**src/rtl/fsq_pkg.sv**
```systemverilog
package fsq_pkg;

  typedef enum logic [1:0] {
    MD_EDGE  = 2'd0,
    MD_VELO  = 2'd1,
    MD_STAB  = 2'd2,
    MD_SPLIT = 2'd3
  } mode_e;

  typedef enum logic [2:0] {
    SH_NONE  = 3'd0,
    SH_UP    = 3'd1,
    SH_LEFT  = 3'd2,
    SH_DOWN  = 3'd3,
    SH_RIGHT = 3'd4
  } shift_e;

  typedef enum logic [2:0] {
    ST_CLEAR = 3'd0,
    ST_STEP  = 3'd1,
    ST_SHIFT = 3'd2,
    ST_INTEG = 3'd3,
    ST_REQ   = 3'd4
  } phase_e;

  typedef struct packed {
    shift_e dir;
    logic   down;
    logic   bank;
    logic   last;
  } step_ctl_t;

  // Neighbour walk for the edge kernel: visits all eight neighbours.
  function automatic shift_e ring_dir(input logic [2:0] k);
    case (k)
      3'd0:    ring_dir = SH_UP;
      3'd1:    ring_dir = SH_LEFT;
      3'd2:    ring_dir = SH_DOWN;
      3'd3:    ring_dir = SH_DOWN;
      3'd4:    ring_dir = SH_RIGHT;
      3'd5:    ring_dir = SH_RIGHT;
      default: ring_dir = SH_UP;
    endcase
  endfunction

endpackage

```
**src/rtl/fsq_step_table.sv**
```systemverilog
module fsq_step_table
  import fsq_pkg::*;
#(
  parameter int PER_W      = 8,
  parameter int HP_LONG    = 8,
  parameter int HP_SHORT   = 1,
  parameter int VEL_TICKS  = 1,
  parameter int STAB_TICKS = 1
) (
  input  mode_e            mode,
  input  logic [PER_W:0]   idx,
  input  logic [PER_W-1:0] periods,
  input  shift_e           motion,
  output step_ctl_t        ctl,
  output logic [PER_W-1:0] ticks
);
  localparam int IDX_W  = PER_W + 1;
  localparam int RING_N = 8;

  logic [IDX_W-1:0] p_ext;
  logic [IDX_W-1:0] p2_ext;
  assign p_ext  = {1'b0, periods};
  assign p2_ext = {periods, 1'b0};

  always_comb begin
    ctl   = '{dir: SH_NONE, down: 1'b0, bank: 1'b0, last: 1'b0};
    ticks = '0;
    case (mode)
      MD_EDGE: begin
        if (idx == '0) begin
          ticks = PER_W'(HP_LONG);
        end else if (idx <= IDX_W'(RING_N)) begin
          ctl.dir  = ring_dir(3'(idx - 1'b1));
          ctl.down = 1'b1;
          ticks    = PER_W'(HP_SHORT);
        end else if (idx == IDX_W'(RING_N + 1)) begin
          ctl.dir = SH_DOWN;
        end else begin
          ctl.dir  = SH_LEFT;
          ctl.last = 1'b1;
        end
      end
      MD_VELO: begin
        ctl.down = idx[0];
        ticks    = PER_W'(VEL_TICKS);
        ctl.last = (idx == p_ext - 1'b1);
      end
      MD_STAB: begin
        if (idx < p_ext) begin
          ctl.dir = motion;
        end else begin
          ctl.down = 1'b1;
        end
        ticks    = PER_W'(STAB_TICKS);
        ctl.last = (idx == p2_ext - 1'b1);
      end
      default: begin
        case (idx[2:0])
          3'd0: ticks = periods;
          3'd1: begin ctl.dir = SH_UP;   ctl.bank = 1'b1; ticks = periods; end
          3'd2: begin ctl.dir = SH_LEFT; ctl.down = 1'b1; ticks = periods; end
          3'd3: begin
            ctl.dir  = SH_DOWN;
            ctl.down = 1'b1;
            ctl.bank = 1'b1;
            ticks    = periods;
          end
          default: begin ctl.dir = SH_RIGHT; ctl.last = 1'b1; end
        endcase
      end
    endcase
  end
endmodule

```
**src/rtl/fsq_tick_timer.sv**
```systemverilog
module fsq_tick_timer #(
  parameter int W = 8
) (
  input  logic         clk,
  input  logic         rst,
  input  logic         run,
  input  logic         tick,
  input  logic [W-1:0] target,
  output logic         done
);
  logic [W-1:0] cnt;

  always_ff @(posedge clk) begin
    if (rst || !run) cnt <= '0;
    else if (tick)   cnt <= cnt + 1'b1;
  end

  assign done = run && tick && (cnt == target - 1'b1);

  // the window never counts past its programmed length
  p_cnt_in_range_r9: assert property (@(posedge clk) disable iff (rst)
    (run && target != '0) |-> (cnt < target));
endmodule

```
**src/rtl/shift_integrate_sequencer.sv**
```systemverilog
module shift_integrate_sequencer
  import fsq_pkg::*;
#(
  parameter int PER_W      = 8,
  parameter int HP_LONG    = 8,
  parameter int HP_SHORT   = 1,
  parameter int VEL_TICKS  = 1,
  parameter int STAB_TICKS = 1
) (
  input  logic             clk,
  input  logic             rst,
  input  logic             tick,
  input  logic [1:0]       mode_sel,
  input  logic [PER_W-1:0] period_cnt,
  input  logic [2:0]       motion_dir,
  input  logic             rd_ack,
  output logic             arr_clear,
  output logic             integ_en,
  output logic             count_down,
  output logic             bank_sel,
  output logic [2:0]       shift_cmd,
  output logic             rd_req
);
  localparam int IDX_W = PER_W + 1;

  phase_e           state;
  logic [IDX_W-1:0] idx;
  mode_e            mode_r;
  logic [PER_W-1:0] per_r;
  shift_e           mot_r;
  step_ctl_t        cur_ctl;
  logic [PER_W-1:0] cur_ticks;

  step_ctl_t        tab_ctl;
  logic [PER_W-1:0] tab_ticks;
  logic             tm_done;

  fsq_step_table #(
    .PER_W(PER_W), .HP_LONG(HP_LONG), .HP_SHORT(HP_SHORT),
    .VEL_TICKS(VEL_TICKS), .STAB_TICKS(STAB_TICKS)
  ) u_table (
    .mode(mode_r), .idx(idx), .periods(per_r), .motion(mot_r),
    .ctl(tab_ctl), .ticks(tab_ticks)
  );

  fsq_tick_timer #(.W(PER_W)) u_timer (
    .clk(clk), .rst(rst), .run(state == ST_INTEG), .tick(tick),
    .target(cur_ticks), .done(tm_done)
  );

  always_ff @(posedge clk) begin
    if (rst) begin
      state     <= ST_CLEAR;
      idx       <= '0;
      mode_r    <= MD_EDGE;
      per_r     <= PER_W'(1);
      mot_r     <= SH_NONE;
      cur_ctl   <= '{dir: SH_NONE, down: 1'b0, bank: 1'b0, last: 1'b0};
      cur_ticks <= '0;
    end else begin
      case (state)
        ST_CLEAR: begin
          mode_r <= mode_e'(mode_sel);
          per_r  <= (period_cnt == '0) ? PER_W'(1) : period_cnt;
          mot_r  <= (motion_dir > 3'd4) ? SH_NONE : shift_e'(motion_dir);
          idx    <= '0;
          state  <= ST_STEP;
        end
        ST_STEP: begin
          cur_ctl   <= tab_ctl;
          cur_ticks <= tab_ticks;
          if (tab_ctl.dir != SH_NONE) state <= ST_SHIFT;
          else if (tab_ticks != '0)   state <= ST_INTEG;
          else if (tab_ctl.last)      state <= ST_REQ;
          else                        idx   <= idx + 1'b1;
        end
        ST_SHIFT: begin
          if (cur_ticks != '0)   state <= ST_INTEG;
          else if (cur_ctl.last) state <= ST_REQ;
          else begin
            idx   <= idx + 1'b1;
            state <= ST_STEP;
          end
        end
        ST_INTEG: begin
          if (tm_done) begin
            if (cur_ctl.last) state <= ST_REQ;
            else begin
              idx   <= idx + 1'b1;
              state <= ST_STEP;
            end
          end
        end
        ST_REQ: begin
          if (rd_ack) state <= ST_CLEAR;
        end
        default: state <= ST_CLEAR;
      endcase
    end
  end

  assign arr_clear  = (state == ST_CLEAR);
  assign integ_en   = (state == ST_INTEG);
  assign count_down = cur_ctl.down;
  assign bank_sel   = cur_ctl.bank;
  assign shift_cmd  = (state == ST_SHIFT) ? cur_ctl.dir : SH_NONE;
  assign rd_req     = (state == ST_REQ);

  // the clear is a single-cycle pulse
  p_clear_single_r2: assert property (@(posedge clk) disable iff (rst)
    arr_clear |=> !arr_clear);
  // an acknowledged request restarts with a clear
  p_ack_restart_r2: assert property (@(posedge clk) disable iff (rst)
    (rd_req && rd_ack) |=> arr_clear);
  // shift commands are single-cycle pulses
  p_shift_single_r8: assert property (@(posedge clk) disable iff (rst)
    (shift_cmd != 3'd0) |=> (shift_cmd == 3'd0));
  // a window closes only on a tick
  p_integ_needs_tick_r9: assert property (@(posedge clk) disable iff (rst)
    $fell(integ_en) |-> $past(tick));
  // direction constant inside a window
  p_dir_stable_r9: assert property (@(posedge clk) disable iff (rst)
    (integ_en && $past(integ_en)) |-> $stable(count_down));
  // request holds until acknowledged
  p_req_hold_r10: assert property (@(posedge clk) disable iff (rst)
    (rd_req && !rd_ack) |=> rd_req);
  // no integration while readout is pending
  p_no_integ_req_r10: assert property (@(posedge clk) disable iff (rst)
    rd_req |-> !integ_en);
endmodule

```
**config.mk**
```make
export PLATFORM = sky130hd
export DESIGN_NAME = shift_integrate_sequencer
export DESIGN_NICKNAME = d
export VERILOG_FILES = /design/src/rtl/fsq_pkg.sv /design/src/rtl/fsq_step_table.sv /design/src/rtl/fsq_tick_timer.sv /design/src/rtl/shift_integrate_sequencer.sv
export SDC_FILE = /design/constraint.sdc
export NUM_CORES = 1
export LEC_CHECK = 0
export ABC_AREA = 1
export BUFFER_PORTS_ARGS = -buffer_cell sky130_fd_sc_hd__buf_2
export CAP_MARGIN = 20
export CORE_ASPECT_RATIO = 0.75
export CORE_MARGIN = 3
export CORE_UTILIZATION = 40
export CTS_BUF_LIST = sky130_fd_sc_hd__clkbuf_2 sky130_fd_sc_hd__clkbuf_4 sky130_fd_sc_hd__clkbuf_8
export DETAILED_ROUTE_END_ITERATION = 10
export PLACE_DENSITY_LB_ADDON = 0.12
export REMOVE_ABC_BUFFERS = 1
export SLEW_MARGIN = 20
export SYNTH_ARGS = -nofsm -noshare
export SYNTH_HDL_FRONTEND = slang
export SYNTH_SLANG_ARGS = --single-unit
```
**constraint.sdc**
```tcl
create_clock -name clk -period 5.2 [get_ports clk]
set_input_delay 1.04 -clock clk [delete_from_list [all_inputs] [get_ports clk]]
set_output_delay 1.04 -clock clk [all_outputs]
set_load 0.005 [all_outputs]
```
==> results of run 1 <==
==> sequential cells by signal, indices dropped and copies added, names as in the netlist <==
register	cells
mot_r	3
mode_r	2
cur_ticks	8
cur_ctl	4
idx	9
u_timer.cnt	8
count_down	1
state	3
bank_sel	1
per_r	8
==> layout make-up <==
type | count | area (µm²)
Clock inverter | 3 | 15.0
Inverter | 83 | 317
Clock buffer | 5 | 68.8
Fill cell | 896 | 4410
Multi-Input combinational cell | 404 | 2190
Sequential cell | 47 | 941
Timing Repair Buffer | 25 | 128
Tap cell | 105 | 131
==> cells in the mapped netlist <==
master / number / area [µm²]
sky130_fd_sc_hd__a211oi_1: 2 / 15.0
sky130_fd_sc_hd__a21oi_1: 45 / 225
sky130_fd_sc_hd__a21oi_2: 1 / 8.76
sky130_fd_sc_hd__a31oi_1: 4 / 25.0
sky130_fd_sc_hd__buf_2: 4 / 20.0
sky130_fd_sc_hd__buf_6: 1 / 11.3
sky130_fd_sc_hd__buf_8: 1 / 15.0
sky130_fd_sc_hd__clkbuf_1: 7 / 26.3
sky130_fd_sc_hd__dfxtp_1: 47 / 941
sky130_fd_sc_hd__ha_1: 21 / 263
sky130_fd_sc_hd__inv_1: 76 / 285
sky130_fd_sc_hd__inv_2: 6 / 22.5
sky130_fd_sc_hd__inv_6: 1 / 8.76
sky130_fd_sc_hd__nand2_1: 128 / 480
sky130_fd_sc_hd__nand2_2: 8 / 50.1
sky130_fd_sc_hd__nand2_4: 2 / 22.5
sky130_fd_sc_hd__nand3_1: 44 / 220
sky130_fd_sc_hd__nand3_2: 2 / 20.0
sky130_fd_sc_hd__nand3_4: 2 / 35.0
sky130_fd_sc_hd__nand3b_1: 2 / 15.0
sky130_fd_sc_hd__nand4_1: 20 / 125
sky130_fd_sc_hd__nor2_1: 48 / 180
sky130_fd_sc_hd__nor2_2: 4 / 25.0
sky130_fd_sc_hd__nor2_4: 4 / 45.0
sky130_fd_sc_hd__nor2_8: 1 / 20.0
sky130_fd_sc_hd__nor3_1: 9 / 45.0
sky130_fd_sc_hd__nor4_1: 1 / 6.26
sky130_fd_sc_hd__o211a_1: 2 / 20.0
sky130_fd_sc_hd__o211ai_1: 2 / 15.0
sky130_fd_sc_hd__o21ai_0: 35 / 175
sky130_fd_sc_hd__o21bai_1: 1 / 7.51
sky130_fd_sc_hd__o2bb2ai_1: 1 / 8.76
sky130_fd_sc_hd__o31ai_1: 1 / 7.51
sky130_fd_sc_hd__or2_2: 6 / 37.5
sky130_fd_sc_hd__xnor3_1: 1 / 22.5
sky130_fd_sc_hd__xor2_1: 7 / 61.3
==> metrics by stage <==
| step | hold WS (ns) | area [µm²] | util [%] | setup WS (ns) |
|---|---|---|---|---|
| global placement | 0.462 | 3700 | 45.2 | 2.57 |
| finish | 0.479 | 3790 | 46.2 | 2.21 |
| floorplan | 0.439 | 3440 | - | 2.84 |
| CTS | 0.476 | 3790 | 46.2 | 2.23 |
| detailed placement | 0.462 | 3700 | 45.2 | 2.52 |
| global route | 0.515 | 3790 | 46.2 | 2.11 |
==> critical path, stage by stage (launching register included) <==
cell and delay, ns:
sky130_fd_sc_hd__dfxtp_1 0.35, sky130_fd_sc_hd__nor2_1 0.15, sky130_fd_sc_hd__inv_1 0.07, sky130_fd_sc_hd__nor2_1 0.81
sky130_fd_sc_hd__buf_2 0.26
==> layer usage <==
layer	track usage (%)	wire length (µm)	vias to the layer above	share of wire (%)
met4	4.75	111	0	1.2
met1	32.6	5140	1550	55
met5	0	0	-	0
met3	3.40	565	10	6.0
li1	-	-	1821	-
met2	27.9	3540	113	38
==> where the power goes <==
group,internal (mW),total [mW],switching [mW]
Clock,0.0923,0.220,0.128
Combinational,0.460,1.37,0.905
Sequential,0.465,0.575,0.110
Total,1.02,2.16,1.14
==> how the worst max path moves through the flow <==
stage              from   endpoint  slack [ns]  depth (start not counted)
6_report       state[1]  arr_clear        2.21                          4
3_3_place_gp       tick     idx[1]        2.57                         15
5_1_grt        state[1]  arr_clear        2.11                          4
3_5_place_dp       tick     idx[2]        2.52                         15
4_1_cts        state[1]  arr_clear        2.23                          4
2_1_floorplan  state[0]   state[0]        2.84                          8
==> cell families after synthesis <==
family	Yosys count	share of synthesized area, %
and+or+nand+nor	281	37.8
buffers and inverters	96	11.1
AOI/OAI and AO/OA	94	14.5
DFF	47	26.8
adders and majority gates	21	7.48
xor gates and xnor gates	8	2.39
==> impl_table.tex, run 1 <==
\begin{tabular}{lr}
\hline
Metric & Value \\
\hline
\multicolumn{2}{l}{\textbf{Status}} \\
Outcome & completed \\
\multicolumn{2}{l}{\textbf{Clock network}} \\
Number of hold buffers added after CTS & 0 \\
Longest Clk Path Bufs & 2 \\
Source-to-sink clock delay at the later pin of the worst-skew pair & 0.31 ns \\
TritonCTS clock tree & yes \\
Count of H-tree levels built during CTS & 2 \\
Clk sinks & 47 \\
Number of setup buffers added after CTS & 0 \\
Cell chosen for the clock root & sky130\_fd\_sc\_hd\_\_clkbuf\_8 \\
Clock transition time at the flip-flop clock pins of the worst setup and hold paths & 0.08 ns \\
Resize count post-CTS & 0 \\
CTS buffer count & 5 \\
\multicolumn{2}{l}{\textbf{Timing}} \\
Crit share post-route & 57.4\% \\
Maximum clock skew at final layout & 0.00825 ns \\
Clock period minus worst slack & 2.99 ns \\
Remaining max-slew budget at the tightest pin & 27.7\% \\
RSZ-0062 raised after global routing & no \\
Final count of pins violating max slew & 0 \\
Setup TNS & 0 ns \\
Least-Margin Pin Slew & 1.08 ns \\
Count of final setup violators & 0 \\
Highest attainable clock frequency & 0.335 GHz \\
Count of final hold-check violations & 0 \\
\multicolumn{2}{l}{\textbf{Critical path}} \\
R2R Setup Slk & 2.68 ns \\
Beginning of the worst register-to-register path & idx[0] \\
Data arrival time of the worst path & 1.95 ns \\
Critical path fanouts, max & 15 \\
Critical Path Sink Type & primary output \\
Worst endpoint required time & 4.16 ns \\
Number of cells on the worst reg-to-reg path & 15 \\
Element type at the critical path start & register \\
Crit Reg-Reg Endpoint & idx[2] \\
Critical path type & reg -> out \\
\multicolumn{2}{l}{\textbf{Synth}} \\
Distinct cell type count of the synthesized netlist & 36 \\
Flip-flop and latch count after synthesis & 47 \\
Mean instance size in the synthesized netlist & 6.42 µm² \\
Count of mapped cells out of synthesis & 547 \\
Cell Area, Synth & 3510 µm² \\
Proportion of synthesized chip area in sequential cells & 26.8\% \\
Synth warnings & 0 \\
\multicolumn{2}{l}{\textbf{Placed design}} \\
IO Port Bufs & 24 \\
Placed Cells & 664 \\
Placer's final routability congestion estimate & 0.908 \\
Half-perimeter wire length after detailed placement & 7.43 mm \\
\multicolumn{2}{l}{\textbf{GRT}} \\
Initial antenna violation count & 0 \\
First-pass GRT wire length & 16.1 mm \\
Pin count of the biggest net entering global routing & 28 \\
Overflow after GRT & 0 \\
Total Routing Usage GR & 20.4\% \\
Via count of the first global-routing pass & 3,241 \\
\multicolumn{2}{l}{\textbf{Cells and area}} \\
Final standard cell count with taps included and fillers excluded & 672 \\
N\_diodes & 0 \\
Leading cell type in the layout, fill and taps excluded & sky130\_fd\_sc\_hd\_\_nand2\_1 \\
Final net count & 604 \\
Area delta synth->final & 7.84\% \\
Share of cells above drive strength 1 & 12.5\% \\
Commonest cells after routing, fill and taps aside & sky130\_fd\_sc\_hd\_\_nand2\_1 (128), sky130\_fd\_sc\_hd\_\_inv\_1 (76), sky130\_fd\_sc\_hd\_\_nor2\_1 (48), sky130\_fd\_sc\_hd\_\_dfxtp\_1 (47), sky130\_fd\_sc\_hd\_\_a21oi\_1 (45) \\
\multicolumn{2}{l}{\textbf{Floorplan}} \\
Core outline area & 8200 µm² \\
Starting Density & 42.8\% \\
Top-level I/O count & 25 \\
Rows & 28 \\
Total die area & 9950 µm² \\
Die X & 114 µm \\
Overall die height & 87.2 µm \\
\multicolumn{2}{l}{\textbf{Route}} \\
DR vias/cell & 5.20 \\
Via count & 3,494 \\
Sum of routed wire length over all layers & 9.36 mm \\
Post-detailed-route DRC marker count & 0 \\
First drt pass iteration count & 5 \\
Number of nets with antenna violations after detailed routing & 0 \\
Routed length per placed instance & 13.9 µm \\
Initial drt markers & 273 \\
\multicolumn{2}{l}{\textbf{Min path}} \\
Hold path depth & 2 \\
Destination of the worst hold path & cur\_ctl[0] \\
Hold Path Class & reg -> reg \\
Hold\_sp & cur\_ctl[0] \\
\multicolumn{2}{l}{\textbf{Pwr}} \\
Maximum vdd drop & 0.272 mV \\
Final Total Pwr & 2.16 mW \\
P per Cell Area & 570 nW/µm² \\
Leakage Power & 1.87 nW \\
\multicolumn{2}{l}{\textbf{Flow run}} \\
Max-capacitance violation count & 0 \\
\hline
\end{tabular}
(Power assumes the default switching activity.)
==> run 2, diff against run 1 <==
- clock period: 5.2 -> 2.6 ns (I/O delays scaled with it)
==> impl_table.tex, run 2 (synthesis gave the netlist of run 1 again) <==
\begin{tabular}{lr}
\hline
Metric & Value \\
\hline
\multicolumn{2}{l}{\textbf{Clock network}} \\
Clock transition time at the flip-flop clock pins of the worst setup and hold paths & 0.10 ns \\
Cell chosen for the clock root & sky130\_fd\_sc\_hd\_\_clkbuf\_8 \\
Longest Clk Path Bufs & 2 \\
Number of hold buffers added after CTS & 0 \\
CTS buffer count & 5 \\
Clk sinks & 47 \\
Count of H-tree levels built during CTS & 2 \\
TritonCTS clock tree & yes \\
Source-to-sink clock delay at the later pin of the worst-skew pair & 0.31 ns \\
\multicolumn{2}{l}{\textbf{Floorplan}} \\
Starting Density & 42.8\% \\
Core outline area & 8200 µm² \\
Rows & 28 \\
Overall die height & 87.2 µm \\
Top-level I/O count & 25 \\
Total die area & 9950 µm² \\
Die X & 114 µm \\
\multicolumn{2}{l}{\textbf{GRT}} \\
First-pass GRT wire length & 16.4 mm \\
Total Routing Usage GR & 20.8\% \\
Via count of the first global-routing pass & 3,236 \\
Pin count of the biggest net entering global routing & 27 \\
Initial antenna violation count & 0 \\
Overflow after GRT & 0 \\
\multicolumn{2}{l}{\textbf{Cells and area}} \\
Summed area of non-filler cells in the final layout & 3930 µm² \\
Final net count & 621 \\
Commonest cells after routing, fill and taps aside & sky130\_fd\_sc\_hd\_\_nand2\_1 (128), sky130\_fd\_sc\_hd\_\_inv\_1 (75), sky130\_fd\_sc\_hd\_\_nor2\_1 (48), sky130\_fd\_sc\_hd\_\_dfxtp\_1 (46), sky130\_fd\_sc\_hd\_\_a21oi\_1 (45) \\
Multi-input logic area & 2190 µm² \\
Layout fillers & 857 \\
N\_diodes & 0 \\
Finished Core Util & 47.9\% \\
Number of flip-flops in the largest register & 9 \\
Final standard cell count with taps included and fillers excluded & 689 \\
Flip-flop and latch area & 942 µm² \\
Leading cell type in the layout, fill and taps excluded & sky130\_fd\_sc\_hd\_\_nand2\_1 \\
Share of cells above drive strength 1 & 15.6\% \\
Register ranked first by flip-flop count & idx \\
Area delta synth->final & 11.8\% \\
\multicolumn{2}{l}{\textbf{Route}} \\
Initial drt markers & 287 \\
Post-detailed-route DRC marker count & 0 \\
Routed length per placed instance & 14.4 µm \\
Sum of routed wire length over all layers & 9.90 mm \\
Number of nets with antenna violations after detailed routing & 0 \\
Via count & 3,575 \\
First drt pass iteration count & 5 \\
DR vias/cell & 5.19 \\
\multicolumn{2}{l}{\textbf{Critical path}} \\
Critical path fanouts, max & 11 \\
Crit Reg-Reg Endpoint & idx[8] \\
Number of cells on the worst reg-to-reg path & 14 \\
Data arrival time of the worst path & 2.55 ns \\
Critical path type & reg -> reg \\
Element type at the critical path start & register \\
Critical Path Sink Type & register \\
R2R Setup Slk & 0.25 ns \\
Worst endpoint required time & 2.80 ns \\
Beginning of the worst register-to-register path & idx[0] \\
\multicolumn{2}{l}{\textbf{Timing}} \\
Maximum clock skew at final layout & 0.0111 ns \\
Count of final setup violators & 0 \\
Clock period minus worst slack & 2.35 ns \\
Remaining max-slew budget at the tightest pin & 67.0\% \\
Least-Margin Pin Slew & 0.494 ns \\
RSZ-0062 raised after global routing & no \\
Worst hold slack after final layout & 0.464 ns \\
Setup TNS & 0 ns \\
Count of final hold-check violations & 0 \\
Highest attainable clock frequency & 0.425 GHz \\
Final count of pins violating max slew & 0 \\
Crit share post-route & 90.5\% \\
\multicolumn{2}{l}{\textbf{Pwr}} \\
Internal power & 2.13 mW \\
Portion of total power attributed to sequential cells & 25.0\% \\
Power dissipated by switching net loads & 2.31 mW \\
Maximum vdd drop & 0.693 mV \\
Share of total power consumed by net switching & 52.1\% \\
Comb power frac & 64.7\% \\
Leakage Power & 1.95 nW \\
P per Cell Area & 1130 nW/µm² \\
Clk network pwr share & 10.3\% \\
\multicolumn{2}{l}{\textbf{Placed design}} \\
IO Port Bufs & 24 \\
Half-perimeter wire length after detailed placement & 7.93 mm \\
Placer's final routability congestion estimate & 0.950 \\
Area of placed instances & 3810 µm² \\
Placed Cells & 678 \\
\multicolumn{2}{l}{\textbf{Flow run}} \\
Max-capacitance violation count & 0 \\
\multicolumn{2}{l}{\textbf{Status}} \\
Outcome & completed \\
\multicolumn{2}{l}{\textbf{Min path}} \\
Hold\_sp & period\_cnt[5] \\
Destination of the worst hold path & per\_r[5] \\
Hold path depth & 3 \\
Hold Path Class & in -> reg \\
\hline
\end{tabular}
## run 2: cell type report
cell class / instances / share of cell area, %
clock buffers: 5 / 1.75
inverters: 83 / 8.16
flip-flops and latches: 47 / 24.0
multi-input cells: 404 / 55.8
well taps: 105 / 3.35
clock inverters: 3 / 0.510
repair buffers: 42 / 6.50
## run 2: power by group through the flow
stage                     Clock, mW  Combinational, mW  Sequential (mW)
after global placement            0               2.80             1.12
after global routing          0.500               3.30             1.14
after floorplan                   0               2.08             1.09
after detailed placement          0               2.81             1.12
final                         0.456               2.87             1.11
after CTS                     0.462               2.83             1.10
## run 2: repair_timing
item                                    4_1_cts  5_1_grt
resized for setup                             0        3
setup buffers                                 0        3
endpoints found under the setup margin        0       12
## run 2: metrics by stage
step,power (mW),setup WS [ns]
6_report,4.44,0.246
5_1_grt,4.94,0.00151
4_1_cts,4.40,0.0724
3_5_place_dp,3.93,0.106
3_3_place_gp,3.92,0.0888
2_1_floorplan,3.17,0.238
## run 2: routing by layer
metal	up-vias	GRT usage [%]	part of all wire, %
met5	-	0	0
met4	0	3.78	0.88
met3	12	3.68	7.1
met2	112	27.7	37
met1	1595	34.1	55
li1	1856	-	-
## run 2: worst max-delay path by stage
stage / start / endpoint / slack [ns] / cells past startpoint
after detailed placement: idx[0] / idx[5] / 0.11 / 14
after global routing: idx[0] / idx[1] / 0.002 / 17
after CTS: idx[0] / idx[8] / 0.07 / 14
after floorplan: state[0] / state[0] / 0.24 / 8
final: idx[0] / idx[8] / 0.25 / 14
after global placement: idx[0] / idx[6] / 0.09 / 14
## run 2: worst max-delay path, cell delays in order, from the launching register on
cell	delay, ns
sky130_fd_sc_hd__dfxtp_2	0.46
sky130_fd_sc_hd__clkinvlp_4	0.18
sky130_fd_sc_hd__ha_1	0.29
sky130_fd_sc_hd__a21oi_2	0.23
sky130_fd_sc_hd__nor2_4	0.07
sky130_fd_sc_hd__nand2_2	0.08
sky130_fd_sc_hd__nand2_1	0.05
sky130_fd_sc_hd__nand2_1	0.11
sky130_fd_sc_hd__nand3_2	0.14
sky130_fd_sc_hd__nor2_4	0.14
sky130_fd_sc_hd__nand2_2	0.07
sky130_fd_sc_hd__nand2_4	0.12
sky130_fd_sc_hd__nand3_4	0.13
sky130_fd_sc_hd__nand2_1	0.10
sky130_fd_sc_hd__a21oi_1	0.06
==> run 3, diff against run 2 <==
- clock period: 2.6 -> 3 ns (I/O delays scaled with it)
==> impl_table.tex, run 3 (synthesis gave the netlist of run 1 again) <==
\begin{tabular}{lr}
\hline
Metric & Value \\
\hline
\multicolumn{2}{l}{\textbf{Cells and area}} \\
Register ranked first by flip-flop count & idx \\
Commonest cells after routing, fill and taps aside & sky130\_fd\_sc\_hd\_\_nand2\_1 (128), sky130\_fd\_sc\_hd\_\_inv\_1 (76), sky130\_fd\_sc\_hd\_\_nor2\_1 (48), sky130\_fd\_sc\_hd\_\_dfxtp\_1 (47), sky130\_fd\_sc\_hd\_\_a21oi\_1 (45) \\
Final net count & 611 \\
Number of flip-flops in the largest register & 9 \\
N\_diodes & 0 \\
Area delta synth->final & 9.33\% \\
Leading cell type in the layout, fill and taps excluded & sky130\_fd\_sc\_hd\_\_nand2\_1 \\
Layout fillers & 894 \\
Share of cells above drive strength 1 & 13.6\% \\
\multicolumn{2}{l}{\textbf{Critical path}} \\
Worst-path cell chain & inv\_1 -> ha\_1 -> o21ai\_0 -> nand3\_1 -> nand2\_1 -> nand2\_1 -> nand2\_2 -> nand2\_2 -> nor2\_4 -> nand2\_2 -> nand2\_4 -> nand3\_4 -> nand2\_1 -> nand2\_1 -> nor2\_1 \\
Slowest stage delay, CP & 0.51 ns \\
Element type at the critical path start & register \\
Worst endpoint required time & 3.24 ns \\
Data arrival time of the worst path & 2.76 ns \\
Slowest CP cell & sky130\_fd\_sc\_hd\_\_dfxtp\_1 \\
Critical path type & reg -> reg \\
Critical Path Sink Type & register \\
Most Frequent Cell on Critical Path & sky130\_fd\_sc\_hd\_\_nand2\_1 \\
Critical path fanouts, max & 11 \\
\multicolumn{2}{l}{\textbf{Route}} \\
Post-detailed-route DRC marker count & 0 \\
Initial drt markers & 297 \\
Number of nets with antenna violations after detailed routing & 0 \\
First drt pass iteration count & 5 \\
DR vias/cell & 5.27 \\
Via count & 3,581 \\
Sum of routed wire length over all layers & 9.62 mm \\
Routed length per placed instance & 14.2 µm \\
\multicolumn{2}{l}{\textbf{Floorplan}} \\
Core outline area & 8200 µm² \\
Starting Density & 42.8\% \\
Top-level I/O count & 25 \\
Rows & 28 \\
Overall die height & 87.2 µm \\
Die X & 114 µm \\
Total die area & 9950 µm² \\
\multicolumn{2}{l}{\textbf{GRT}} \\
Pin count of the biggest net entering global routing & 27 \\
Overflow after GRT & 0 \\
Initial antenna violation count & 0 \\
Via count of the first global-routing pass & 3,162 \\
First-pass GRT wire length & 15.9 mm \\
Total Routing Usage GR & 20.1\% \\
\multicolumn{2}{l}{\textbf{Clock network}} \\
Clock transition time at the flip-flop clock pins of the worst setup and hold paths & 0.09 ns \\
TritonCTS clock tree & yes \\
CTS buffer count & 5 \\
Longest Clk Path Bufs & 2 \\
Number of hold buffers added after CTS & 0 \\
Source-to-sink clock delay at the later pin of the worst-skew pair & 0.30 ns \\
Count of H-tree levels built during CTS & 2 \\
Clk sinks & 47 \\
Cell chosen for the clock root & sky130\_fd\_sc\_hd\_\_clkbuf\_8 \\
Resize count post-CTS & 0 \\
Number of setup buffers added after CTS & 0 \\
\multicolumn{2}{l}{\textbf{Placed design}} \\
Half-perimeter wire length after detailed placement & 7.65 mm \\
IO Port Bufs & 24 \\
Placer's final routability congestion estimate & 0.980 \\
\multicolumn{2}{l}{\textbf{Flow run}} \\
Max-capacitance violation count & 0 \\
\multicolumn{2}{l}{\textbf{Timing}} \\
Least-Margin Pin Slew & 0.832 ns \\
Count of final hold-check violations & 0 \\
Final count of pins violating max slew & 0 \\
Clock period minus worst slack & 2.51 ns \\
Setup TNS & 0 ns \\
Crit share post-route & 83.8\% \\
RSZ-0062 raised after global routing & no \\
Remaining max-slew budget at the tightest pin & 44.2\% \\
Maximum clock skew at final layout & 0.00683 ns \\
Count of final setup violators & 0 \\
Highest attainable clock frequency & 0.398 GHz \\
\multicolumn{2}{l}{\textbf{Pwr}} \\
Final Total Pwr & 3.78 mW \\
Maximum vdd drop & 0.563 mV \\
Leakage Power & 1.91 nW \\
P per Cell Area & 984 nW/µm² \\
\multicolumn{2}{l}{\textbf{Status}} \\
Outcome & completed \\
\multicolumn{2}{l}{\textbf{Min path}} \\
Hold Path Class & reg -> reg \\
\hline
\end{tabular}
run 3: cell count changes in the layout (fill, tap and decap cells not counted), sizes merged:
cell and delta:
clkinv +2, buf -10, inv +1, clkinvlp -3
run 3: cell type report:
class / count / area [µm²] / share of cell area [%]
multi-input cells: 404 / 2190 / 57.0
flip-flops and latches: 47 / 941 / 24.5
inverters: 83 / 317 / 8.24
repair buffers: 32 / 180 / 4.69
well taps: 105 / 131 / 3.42
clock buffers: 5 / 68.8 / 1.79
clock inverters: 3 / 15.0 / 0.391
run 3: per-layer routing:
layer	global-route usage [%]	up-vias	wire, µm
met2	27.5	115	3610
met3	3.61	7	627
met5	0	-	0
li1	-	1835	-
met1	32.5	1624	5310
met4	3.34	0	77
run 3: stage by stage:
stage          setup slack (ns)  hold WS [ns]  std cells  area [µm²]  util (%)
2_1_floorplan             0.638         0.439        534        3440         -
3_3_place_gp              0.562         0.458        671        3760      45.8
3_5_place_dp              0.561         0.459        671        3760      45.8
4_1_cts                   0.549         0.492        679        3840      46.8
5_1_grt                   0.257         0.512        679        3840      46.8
6_report                  0.486         0.487        679        3840      46.8
run 3: power by group:
part	internal, mW	switching (mW)	total [mW]
Combinational	0.819	1.59	2.40
Sequential	0.806	0.187	0.993
Clock	0.160	0.221	0.381
Total	1.78	1.99	3.78
run 3: path summary, 6_finish.rpt:
path               from    endpoint  slack [ns]  cells past startpoint
max              idx[0]      idx[1]        0.49                     15
min reg2reg  cur_ctl[0]  cur_ctl[0]        0.49                      2
min          cur_ctl[0]  cur_ctl[0]        0.49                      2
max reg2reg      idx[0]      idx[1]        0.49                     15
run 3: critical path, delay by kind of cell, from the launching register on:
family | cells | cell delay, ns
AND/OR/NAND/NOR | 12 | 1.11
flip-flops | 1 | 0.51
adder cells (fa/ha/maj) | 1 | 0.31
AO/OA/AOI/OAI | 1 | 0.28
buffers and inverters | 1 | 0.24
